## src/rtl/cmo_pkg.sv

```systemverilog
package cmo_pkg;

   typedef enum logic [1:0] {
      OP_INV   = 2'd0,
      OP_CLEAN = 2'd1,
      OP_FLUSH = 2'd2,
      OP_FLUSH_ALT = 2'd3
   } cmo_op_e;

   // controller register offsets
   localparam int unsigned OFS_SYNC       = 'h00;
   localparam int unsigned OFS_INV_LINE   = 'h10;
   localparam int unsigned OFS_CLEAN_LINE = 'h14;
   localparam int unsigned OFS_CINV_LINE  = 'h18;
   localparam int unsigned OFS_CLEAN_WAY  = 'h20;
   localparam int unsigned OFS_CINV_WAY   = 'h24;
   localparam int unsigned OFS_DEBUG      = 'h30;
   localparam int unsigned OFS_MAX        = 'h30;

   localparam int unsigned DBG_ON_VAL  = 'h03;
   localparam int unsigned DBG_OFF_VAL = 'h00;

   typedef enum logic [3:0] {
      S_IDLE, S_HEAD, S_TAIL, S_CHUNK, S_DBG_ON, S_LINE,
      S_DBG_OFF, S_PAUSE, S_DRAIN, S_WAY, S_SYNC, S_DONE
   } seq_state_e;

endpackage

```

## src/rtl/cmo_reg_port.sv

```systemverilog
module cmo_reg_port #(
   parameter int RAW = 8,
   parameter int DW  = 32
) (
   input  logic           clk,
   input  logic           rst_n,
   input  logic           cmd_valid,
   input  logic [RAW-1:0] cmd_addr,
   input  logic [DW-1:0]  cmd_wdata,
   input  logic [DW-1:0]  cmd_mask,
   input  logic           cmd_pre,
   input  logic           cmd_wr,
   input  logic           cmd_post,
   output logic           cmd_done,
   output logic [RAW-1:0] reg_addr,
   output logic [DW-1:0]  reg_wdata,
   output logic           reg_wr,
   output logic           reg_rd,
   input  logic [DW-1:0]  reg_rdata
);

   typedef enum logic [2:0] {
      P_IDLE, P_PRE_RD, P_PRE_CHK, P_WR, P_POST_RD, P_POST_CHK, P_FIN
   } port_state_e;

   port_state_e    pst;
   logic [RAW-1:0] addr_q;
   logic [DW-1:0]  wdata_q;
   logic [DW-1:0]  mask_q;
   logic           wr_q;
   logic           post_q;
   logic           still_busy;

   assign still_busy = |(reg_rdata & mask_q);

   always_ff @(posedge clk or negedge rst_n) begin
      if (!rst_n) begin
         pst     <= P_IDLE;
         addr_q  <= '0;
         wdata_q <= '0;
         mask_q  <= '0;
         wr_q    <= 1'b0;
         post_q  <= 1'b0;
      end else begin
         unique case (pst)
            P_IDLE: if (cmd_valid) begin
               addr_q  <= cmd_addr;
               wdata_q <= cmd_wdata;
               mask_q  <= cmd_mask;
               wr_q    <= cmd_wr;
               post_q  <= cmd_post;
               if (cmd_pre)       pst <= P_PRE_RD;
               else if (cmd_wr)   pst <= P_WR;
               else if (cmd_post) pst <= P_POST_RD;
               else               pst <= P_FIN;
            end
            P_PRE_RD:  pst <= P_PRE_CHK;
            P_PRE_CHK: begin
               if (still_busy) pst <= P_PRE_RD;
               else if (wr_q)  pst <= P_WR;
               else if (post_q) pst <= P_POST_RD;
               else            pst <= P_FIN;
            end
            P_WR:       pst <= post_q ? P_POST_RD : P_FIN;
            P_POST_RD:  pst <= P_POST_CHK;
            P_POST_CHK: pst <= still_busy ? P_POST_RD : P_FIN;
            P_FIN:      pst <= P_IDLE;
            default:    pst <= P_IDLE;
         endcase
      end
   end

   assign reg_addr  = addr_q;
   assign reg_wdata = wdata_q;
   assign reg_rd    = (pst == P_PRE_RD) || (pst == P_POST_RD);
   assign reg_wr    = (pst == P_WR);
   assign cmd_done  = (pst == P_FIN);

endmodule

```

## src/rtl/cmo_range_plan.sv

```systemverilog
module cmo_range_plan
   import cmo_pkg::*;
#(
   parameter int AW         = 32,
   parameter int LINE_BYTES = 32
) (
   input  cmo_op_e         op,
   input  logic [AW-1:0]   rs,
   input  logic [AW-1:0]   re,
   input  logic [AW-1:0]   cache_bytes,
   output logic            empty,
   output logic            whole,
   output logic            head_need,
   output logic            tail_need,
   output logic [AW-1:0]   head_line,
   output logic [AW-1:0]   tail_line,
   output logic [AW-1:0]   first_line,
   output logic [AW-1:0]   limit
);

   localparam int LW = $clog2(LINE_BYTES);
   localparam logic [AW-1:0] LINE_STEP = AW'(LINE_BYTES);

   logic          is_inv;
   logic [AW-1:0] span;
   logic [AW-1:0] rs_al;
   logic [AW-1:0] re_al;

   assign is_inv = (op == OP_INV);
   assign span   = re - rs;
   assign rs_al  = {rs[AW-1:LW], {LW{1'b0}}};
   assign re_al  = {re[AW-1:LW], {LW{1'b0}}};

   assign empty      = (re <= rs);
   assign whole      = !empty && !is_inv && (span >= cache_bytes);
   assign head_need  = is_inv && (rs[LW-1:0] != '0);
   assign tail_need  = is_inv && (re[LW-1:0] != '0);
   assign head_line  = rs_al;
   assign tail_line  = re_al;
   assign first_line = head_need ? rs_al + LINE_STEP : rs_al;
   assign limit      = is_inv ? re_al : re;

endmodule

```

## src/rtl/cmo_range_engine.sv

```systemverilog
module cmo_range_engine
   import cmo_pkg::*;
#(
   parameter int AW          = 32,
   parameter int DW          = 32,
   parameter int RAW         = 8,
   parameter int LINE_BYTES  = 32,
   parameter int CHUNK_BYTES = 4096,
   parameter int FLUSH_DEBUG = 1
) (
   input  logic           clk,
   input  logic           rst_n,
   input  logic           req_valid,
   input  logic [1:0]     req_op,
   input  logic [AW-1:0]  req_start,
   input  logic [AW-1:0]  req_end,
   input  logic [AW-1:0]  cfg_cache_bytes,
   input  logic [DW-1:0]  cfg_way_mask,
   output logic           busy,
   output logic           done,
   output logic           port_hold,
   output logic [RAW-1:0] reg_addr,
   output logic [DW-1:0]  reg_wdata,
   output logic           reg_wr,
   output logic           reg_rd,
   input  logic [DW-1:0]  reg_rdata
);

   localparam logic [AW-1:0] LINE_STEP  = AW'(LINE_BYTES);
   localparam logic [AW-1:0] CHUNK_SPAN = AW'(CHUNK_BYTES);
   localparam logic [DW-1:0] BIT0       = DW'(1);

   generate
      if (LINE_BYTES < 4 || (LINE_BYTES & (LINE_BYTES - 1)) != 0) begin : g_bad_line
         $error("LINE_BYTES must be a power of two of at least 4");
      end
      if (CHUNK_BYTES < LINE_BYTES || (CHUNK_BYTES % LINE_BYTES) != 0) begin : g_bad_chunk
         $error("CHUNK_BYTES must be a multiple of LINE_BYTES");
      end
      if (DW < AW) begin : g_bad_dw
         $error("DW must hold a full address");
      end
      if ((1 << RAW) <= OFS_MAX) begin : g_bad_raw
         $error("RAW too narrow for the register offsets");
      end
   endgenerate

   seq_state_e     st;
   cmo_op_e        op_q;
   logic [AW-1:0]  cur, lim, blk;
   logic [AW-1:0]  head_line_q, tail_line_q;
   logic           tail_need_q;
   logic           inflight;
   logic           dbg_en;

   // planner outputs
   logic           pl_empty, pl_whole, pl_head, pl_tail;
   logic [AW-1:0]  pl_head_line, pl_tail_line, pl_first, pl_limit;

   cmo_range_plan #(.AW(AW), .LINE_BYTES(LINE_BYTES)) u_plan (
      .op          (cmo_op_e'(req_op)),
      .rs          (req_start),
      .re          (req_end),
      .cache_bytes (cfg_cache_bytes),
      .empty       (pl_empty),
      .whole       (pl_whole),
      .head_need   (pl_head),
      .tail_need   (pl_tail),
      .head_line   (pl_head_line),
      .tail_line   (pl_tail_line),
      .first_line  (pl_first),
      .limit       (pl_limit)
   );

   generate
      if (FLUSH_DEBUG != 0) begin : g_dbg
         assign dbg_en = op_q[1];
      end else begin : g_nodbg
         assign dbg_en = 1'b0;
      end
   endgenerate

   // command to the port engine
   logic           cmd_valid, cmd_done, is_cmd;
   logic [RAW-1:0] cmd_addr;
   logic [DW-1:0]  cmd_wdata, cmd_mask;
   logic           cmd_pre, cmd_wr, cmd_post;
   logic [RAW-1:0] line_reg, way_reg;

   always_comb begin
      unique case (op_q)
         OP_INV:   line_reg = RAW'(OFS_INV_LINE);
         OP_CLEAN: line_reg = RAW'(OFS_CLEAN_LINE);
         default:  line_reg = RAW'(OFS_CINV_LINE);
      endcase
      way_reg = (op_q == OP_CLEAN) ? RAW'(OFS_CLEAN_WAY) : RAW'(OFS_CINV_WAY);
   end

   always_comb begin
      is_cmd    = 1'b1;
      cmd_addr  = line_reg;
      cmd_wdata = '0;
      cmd_mask  = BIT0;
      cmd_pre   = 1'b0;
      cmd_wr    = 1'b0;
      cmd_post  = 1'b0;
      unique case (st)
         S_HEAD: begin
            cmd_addr = RAW'(OFS_CINV_LINE); cmd_wdata = DW'(head_line_q);
            cmd_pre = 1'b1; cmd_wr = 1'b1;
         end
         S_TAIL: begin
            cmd_addr = RAW'(OFS_CINV_LINE); cmd_wdata = DW'(tail_line_q);
            cmd_pre = 1'b1; cmd_wr = 1'b1;
         end
         S_DBG_ON: begin
            cmd_addr = RAW'(OFS_DEBUG); cmd_wdata = DW'(DBG_ON_VAL); cmd_wr = 1'b1;
         end
         S_DBG_OFF: begin
            cmd_addr = RAW'(OFS_DEBUG); cmd_wdata = DW'(DBG_OFF_VAL); cmd_wr = 1'b1;
         end
         S_LINE: begin
            cmd_wdata = DW'(cur); cmd_pre = 1'b1; cmd_wr = 1'b1;
         end
         S_DRAIN: cmd_pre = 1'b1;
         S_WAY: begin
            cmd_addr = way_reg; cmd_wdata = cfg_way_mask; cmd_mask = cfg_way_mask;
            cmd_wr = 1'b1; cmd_post = 1'b1;
         end
         S_SYNC: begin
            cmd_addr = RAW'(OFS_SYNC); cmd_wr = 1'b1; cmd_post = 1'b1;
         end
         default: is_cmd = 1'b0;
      endcase
   end

   assign cmd_valid = is_cmd && !inflight;

   cmo_reg_port #(.RAW(RAW), .DW(DW)) u_port (
      .clk       (clk),
      .rst_n     (rst_n),
      .cmd_valid (cmd_valid),
      .cmd_addr  (cmd_addr),
      .cmd_wdata (cmd_wdata),
      .cmd_mask  (cmd_mask),
      .cmd_pre   (cmd_pre),
      .cmd_wr    (cmd_wr),
      .cmd_post  (cmd_post),
      .cmd_done  (cmd_done),
      .reg_addr  (reg_addr),
      .reg_wdata (reg_wdata),
      .reg_wr    (reg_wr),
      .reg_rd    (reg_rd),
      .reg_rdata (reg_rdata)
   );

   logic [AW-1:0] cur_next, rem;
   logic          more_chunks;
   assign cur_next    = cur + LINE_STEP;
   assign rem         = lim - cur;
   assign more_chunks = (blk < lim);

   always_ff @(posedge clk or negedge rst_n) begin
      if (!rst_n) begin
         st          <= S_IDLE;
         op_q        <= OP_INV;
         cur         <= '0;
         lim         <= '0;
         blk         <= '0;
         head_line_q <= '0;
         tail_line_q <= '0;
         tail_need_q <= 1'b0;
         inflight    <= 1'b0;
      end else begin
         if (cmd_valid)     inflight <= 1'b1;
         else if (cmd_done) inflight <= 1'b0;
         unique case (st)
            S_IDLE: if (req_valid) begin
               op_q        <= cmo_op_e'(req_op);
               cur         <= pl_first;
               lim         <= pl_limit;
               head_line_q <= pl_head_line;
               tail_line_q <= pl_tail_line;
               tail_need_q <= pl_tail;
               if (pl_empty)      st <= S_SYNC;
               else if (pl_whole) st <= S_WAY;
               else if (pl_head)  st <= S_HEAD;
               else if (pl_tail)  st <= S_TAIL;
               else               st <= S_CHUNK;
            end
            S_HEAD: if (cmd_done) st <= tail_need_q ? S_TAIL : S_CHUNK;
            S_TAIL: if (cmd_done) st <= S_CHUNK;
            S_CHUNK: begin
               if (cur >= lim) st <= S_DRAIN;
               else begin
                  blk <= cur + ((rem > CHUNK_SPAN) ? CHUNK_SPAN : rem);
                  st  <= dbg_en ? S_DBG_ON : S_LINE;
               end
            end
            S_DBG_ON: if (cmd_done) st <= S_LINE;
            S_LINE: if (cmd_done) begin
               cur <= cur_next;
               if (cur_next >= blk)
                  st <= dbg_en ? S_DBG_OFF : (more_chunks ? S_PAUSE : S_DRAIN);
            end
            S_DBG_OFF: if (cmd_done) st <= more_chunks ? S_PAUSE : S_DRAIN;
            S_PAUSE:   st <= S_CHUNK;
            S_DRAIN:   if (cmd_done) st <= S_SYNC;
            S_WAY:     if (cmd_done) st <= S_SYNC;
            S_SYNC:    if (cmd_done) st <= S_DONE;
            S_DONE:    st <= S_IDLE;
            default:   st <= S_IDLE;
         endcase
      end
   end

   assign busy      = (st != S_IDLE);
   assign done      = (st == S_DONE);
   assign port_hold = busy && (st != S_PAUSE);

endmodule

```

## config.mk

```make
export PLATFORM = sky130hd
export DESIGN_NAME = cmo_range_engine
export DESIGN_NICKNAME = d
export VERILOG_FILES = /design/src/rtl/cmo_pkg.sv /design/src/rtl/cmo_reg_port.sv /design/src/rtl/cmo_range_plan.sv /design/src/rtl/cmo_range_engine.sv
export SDC_FILE = /design/constraint.sdc
export NUM_CORES = 1
export LEC_CHECK = 0
export BUFFER_PORTS_ARGS = -buffer_cell sky130_fd_sc_hd__buf_4
export CORE_MARGIN = 2
export CORE_UTILIZATION = 30
export DETAILED_ROUTE_END_ITERATION = 8
export PLACE_DENSITY_LB_ADDON = 0.12
export SETUP_SLACK_MARGIN = 0.05
export SLEW_MARGIN = 30
export SYNTH_ARGS = -nofsm -noshare
export SYNTH_HDL_FRONTEND = slang
export SYNTH_SLANG_ARGS = --single-unit
```

## constraint.sdc

```tcl
create_clock -name clk -period 10.1 [get_ports clk]
set_input_delay 1.515 -clock clk [delete_from_list [all_inputs] [get_ports clk]]
set_output_delay 1.515 -clock clk [all_outputs]
set_load 0.05 [all_outputs]
```

# Word-level counts from Yosys, hierarchy flattened
# Index checks and enable logic that the tools add are counted.
# W data, S select, Z words.
totals:
  in_bits: 165
  regBits: 235
  output_inout_bits: 45
  elab_cells: 134
classes:
  n_lt_le_gt_ge: 6
  add_sub_neg: 5
  eq_ne: 29
  reduce_logical: 32
  bitwise_logic: 2
  mux: 45
op_table:
  columns: ["op", "count"]
  rows:
  - ["$mux W32", 5]
  - ["$pmux W32 S5", 1]
  - ["$ge A32 B32 Y1", 3]
  - ["$add A32 B6 Y32 const B", 2]
  - ["$pmux W32 S2", 1]
  - ["$sub A32 B32 Y32", 2]
  - ["$mux W4", 14]
  - ["$pmux W4 S10", 1]
  - ["$add A32 B32 Y32", 1]
  - ["$and A32 B32 Y32", 1]
  - ["$gt A32 B13 Y1 const B", 1]
  - ["$le A32 B32 Y1", 1]
  - ["$lt A32 B32 Y1", 1]
  - ["$pmux W8 S4", 1]
  - ["$reduce_or A32 Y1", 1]
  - ["$mux W3", 6]
  - ["$ne A2 B2 Y1 const B", 9]
  - ["$pmux W3 S6", 1]
  - ["$eq A4 B3 Y1 const B", 4]
  - ["$eq A4 B4 Y1 const B", 4]
  - ["$reduce_bool A5 Y1", 2]
  - ["$eq A3 B3 Y1 const B", 3]
  - ["$mux W1", 9]
  - ["$reduce_and A9 Y1", 1]
  - ["other kinds (25)", 44]

# Depth between registers and ports, before layout
logic_depth:
  depth_word: 8
  depth_mapped: 28
  mapped_depth_nobuf: 25

# Modules after synthesis
# A second synthesis with hierarchy kept.
hier_totals:
  hier_cells: 2396
  hier_area_um2: 21455.6
by_module_without_submodules:
  columns: ["module", "area_each_um2", "cells_each", "seq_area_each_um2", "instances"]
  rows:
  - ["cmo_range_engine", 13908.3, 1604, 4204.0, 1]
  - ["cmo_range_plan", 4149.0, 583, 0.0, 1]
  - ["cmo_reg_port", 3398.3, 209, 1926.8, 1]

# Least setup slack after synthesis
# No wires, ideal clock.
synth_timing:
  path_kind: "reg2reg"
  startpoint: "register cur[7]"
  endpoint: "register blk[29]"
  required_time_ns: 9.967
  synth_period_minus_slack_ns: 6.197
  setup_slack_ns: 3.903
  setup_time_ns: 0.133
  arrival_ns: 6.064
  n_path_buf: 2
  stages_incl_launch_ff: 26
  cell_sequence: "dfrtp_1 -> inv_1 -> ha_1 -> nor2b_1 -> nor3_4 -> a211o_2 -> a221o_1 -> a2111oi_1 -> nand4_1 -> or4_1 -> buf_6 -> nor2_8 -> buf_2 -> and2_1 -> ha_1 -> nand3_1 -> a31oi_1 -> o41ai_1 -> o21ai_0 -> a2111oi_0 -> nor3_1 -> a221o_1 -> a21o_1 -> a21oi_1 -> xor2_1 -> o21ai_0"
synth_via:
  elab_chain_cells: 4
  elab_cells_between_ends: 7
  classes_between: "add/sub: 2; order compare: 2; mux: 1; bitwise: 1; reduce/logical: 1"
synth_rtl:
  columns: ["element", "line", "text"]
  rows:
  - ["start: declaration", "cmo_range_engine.sv:50", "logic [AW-1:0] cur, lim, blk;"]
  - ["start signal: assignment", "cmo_range_engine.sv:180", "cur <= pl_first;"]
  - ["start signal: assignment", "cmo_range_engine.sv:202", "cur <= cur_next;"]
  - ["$sub A32 B32 Y32", "cmo_range_engine.sv:160", "assign rem = lim - cur;"]
  - ["$gt A32 B13 Y1", "cmo_range_engine.sv:196", "blk <= cur + ((rem > CHUNK_SPAN) ? CHUNK_SPAN : rem);"]
  - ["$mux W32", "cmo_range_engine.sv:196", null]
  - ["$add A32 B32 Y32", "cmo_range_engine.sv:196", null]
  - ["end signal: assignment", "cmo_range_engine.sv:196", null]
  - ["end: declaration", "cmo_range_engine.sv:50", null]
# Several ways; a longest one is shown, not always the timed one.
# A chain may end at the register's enable or synchronous reset.

# Worst setup path in the final report
layout_timing:
  startpoint: "register cur[13]"
  endpoint: "register blk[29]"
# The elaborated chain is that of the path after synthesis.

==> insert_results.sql <==
INSERT INTO impl_metrics (metric_group, metric, value, unit) VALUES
('drt', 'post_drt_via_cell_ratio', '5.35', ''),
('placement', 'pre_cts_slack', '2.64', 'ns'),
('setup_path', 'reg2regPathDepth', '24', ''),
('setup_path', 'timing.critical_path.required', '10.46', 'ns'),
('synth', 'ys.warnings.count', '0', ''),
('synth', 'netlist_top_cells_area', 'dfrtp_1, ha_1, nand2_1', ''),
('sta', 'finalMaxSlewViolations', '0', ''),
('setup_path', 'cp-start-kind', 'register', ''),
('synth', 'seq_area_frac_synth', '29.7', '%'),
('clock_tree', 'cts_setup_buffers', '0', ''),
('clock_tree', 'cts-htree-levels', '4', ''),
('drt', 'num_vias', '16200', ''),
('placement', 'hpwl', '56.9', 'mm'),
('synth', 'synth_cell_type_count', '73', ''),
('sta', 'share_of_the_cycle_needed_by_the_critical_path_after_routing', '75.3', '%'),
('finish', 'layout.cells.most_common_list', 'nand2_1, buf_4, dfrtp_1, inv_1, ha_1', ''),
('setup_path', 'timing.critical_path.to', 'blk[29]', ''),
('sta', 'final_clock_skew', '0.0285', 'ns'),
('clock_tree', 'cts_hold_repair.buffers', '0', ''),
('clock_tree', 'cts_inserted_buffers', '17', ''),
('setup_path', 'crit_path_end_kind', 'register', ''),
('global_routing', 'grt_antenna_before_repair', '3', ''),
('drt', 'post-route-drc-count', '0', ''),
('finish', 'antenna_cells', '0', ''),
('pwr', 'ir_drop', '0.174', 'mV'),
('setup_path', 'rrSetupSlack', '2.49', 'ns'),
('drt', 'drt_first_iter_violations', '1276', ''),
('synth', 'post_synthesis_instance_area', '16800', 'µm²'),
('global_routing', 'grt_max_degree', '89', ''),
('floorplan', 'floorplan.rows', '86', ''),
('finish', 'layout-drive-gt1-share', '13.6', '%'),
('synth', 'synth-edff-count', '0', ''),
('global_routing', 'via_count_of_the_first_global_routing_pass', '15800', ''),
('synth', 'async_reset_ff_share', '100', '%'),
('placement', 'gp_routability_congestion', '0.926', ''),
('drt', 'drtAntennaViolNets', '0', ''),
('setup_path', 'arrival_time_at_the_worst_endpoint', '7.97', 'ns'),
('global_routing', 'grt_pass1_wl', '102', 'mm'),
('clock_tree', 'root_buffer', 'clkbuf_16', ''),
('clock_tree', 'postCtsResizedCells', '0', ''),
('finish', 'nNetsFinal', '2615', ''),
('pwr', 'power.net_switching', '2.76', 'mW'),
('setup_path', 'critical_path.reg2reg.startpoint', 'cur[13]', ''),
('synth', 'yosys.area.top_type_share', '29.7', '%'),
('job', 'timing.max_cap.violations', '0', ''),
('pwr', 'power.density', '274', 'nW/µm²'),
('pwr', 'clock_power_share', '13.2', '%'),
('floorplan', 'dieArea', '57800', 'µm²'),
('floorplan', 'pin_count', '210', ''),
('floorplan', 'effective_utilization_at_floorplan', '30.4', '%'),
('floorplan', 'core_region_area', '55200', 'µm²'),
('placement', 'dpl.cell_count', '2997', ''),
('sta', 'setup_viol', '0', ''),
('clock_tree', 'worst_setup_hold_path_clk_slew', '0.09', 'ns'),
('sta', 'achievable-frequency', '131', 'MHz'),
('setup_path', 'r2r_end', 'blk[29]', ''),
('pwr', 'power_leakage', '9.11', 'nW'),
('setup_path', 'timing_worst_setup_path_type', 'reg -> reg', ''),
('status', 'status', 'finished clean', ''),
('clock_tree', 'cts.sinks', '199', ''),
('drt', 'drtPass1Iterations', '5', ''),
('hold_path', 'hold_path_class', 'reg -> reg', ''),
('placement', 'count_of_buffers_inserted_at_the_top_level_ports', '205', ''),
('synth', 'post_synth.cell_area_avg', '7.98', 'µm²'),
('sta', 'hold_viol_final', '0', ''),
('global_routing', 'globalRoute.totalOverflow', '0', ''),
('synth', 'synth.ff_latch_count', '199', ''),
('sta', 'finalCriticalPeriod', '7.61', 'ns'),
('finish', 'most_common_library_cell_in_the_layout_ignoring_fill_and_taps', 'nand2_1', ''),
('synth', 'synthDominantAreaCellType', 'dfrtp_1', ''),
('finish', 'final_cells', '3029', '');
## worst min-delay path by stage
stage / startpoint / endpoint / slack [ns] / cells after the start
floorplan: u_port.mask_q[1] / u_port.mask_q[1] / 0.44 / 2
global placement: u_port.mask_q[2] / u_port.mask_q[2] / 0.46 / 2
detailed placement: u_port.mask_q[2] / u_port.mask_q[2] / 0.46 / 2
CTS: u_port.mask_q[2] / u_port.mask_q[2] / 0.48 / 2
global route: u_port.mask_q[2] / u_port.mask_q[2] / 0.51 / 2
finish: u_port.mask_q[2] / u_port.mask_q[2] / 0.48 / 2
## synthesized netlist by cell type (13+ instances only)
cell type / n
nand2_1: 287
dfrtp_1: 199
ha_1: 180
inv_1: 180
o21ai_0: 169
a21oi_1: 163
nor2_1: 118
xnor2_1: 82
clkbuf_1: 81
a21o_1: 62
nand3_1: 59
nor3_1: 46
a22oi_1: 44
nand4_1: 40
mux2_2: 33
a41oi_1: 30
xor2_1: 30
nand2b_1: 22
a31oi_1: 20
nor2b_1: 18
o22ai_1: 17
o21a_1: 16
o211ai_1: 15
a211oi_1: 14
and3_1: 13
nor4_1: 13
or3_1: 13
## power by group through the flow
stage / clock (mW) / sequential (mW) / combinational, mW
after floorplan: 0 / 1.23 / 2.34
after global placement: 0 / 1.42 / 3.20
after detailed placement: 0 / 1.43 / 3.20
after CTS: 0.733 / 1.42 / 3.21
after global routing: 0.760 / 1.46 / 3.63
final: 0.711 / 1.42 / 3.26
## logic make-up (layout without fill, tap and decap cells)
logic type                 after synthesis  in the layout  synth area share, %
AOI/OAI and AO/OA                      623            623                 23.3
xor gates and xnor gates               112            112                 5.85
adders and majority gates              181            181                 13.5
buffers and inverters                  273            429                 6.27
DFF                                    199            199                 29.7
muxes                                   38             38                 2.51
other                                    2             25               0.0448
and+or+nand+nor                        674            674                 18.8
## sequential cells by signal (all words and copies together), names as in the netlist, 4 cells and up
signal,cells
head_line_q,27
u_port.reg_wdata,32
cur,27
u_port.reg_addr,4
blk,32
lim,32
st,4
u_port.mask_q,32
## final cells by class
class / instances / area (µm²)
clock buffer: 18 / 439
clock inverter: 13 / 134
sequential: 199 / 4980
inverter: 180 / 676
tap: 748 / 936
fill: 5883 / 35500
multi-input combinational: 1653 / 10900
timing repair buffer: 218 / 1670
## layer usage
metal	vias up	wire length, µm	global-route usage (%)
met5	-	0	0
met4	0	700	4.05
met3	35	2940	3.19
met2	426	32100	39.6
met1	7945	32900	34.0
li1	7810	-	-
## worst max-delay path, cell delays in order, from the launching register on
cell       delay, ns
dfrtp_1         0.47
inv_1           0.15
ha_1            0.44
a21oi_1         0.12
o21ai_0         0.72
a22oi_1         0.20
nand2_1         0.12
mux2i_1         0.07
a2111oi_1       0.39
nand4_1         0.17
or4_1           0.74
nor2_8          0.38
and2_1          0.20
ha_1            0.27
nand3_1         0.12
a31oi_1         0.19
o41ai_1         0.68
o21ai_0         0.36
a2111oi_0       0.47
nor3_1          0.19
a221o_1         0.37
a21o_1          0.19
a21oi_1         0.17
xor2_1          0.16
o21ai_0         0.09
## per-stage QoR
step,instance area [µm²],power [mW],util [%]
2_1_floorplan,16900,3.57,-
3_3_place_gp,19100,4.62,34.6
3_5_place_dp,19100,4.63,34.6
4_1_cts,19700,5.36,35.6
5_1_grt,19700,5.85,35.7
6_report,19700,5.39,35.7
Note: power is estimated with default switching activity, not from simulation.
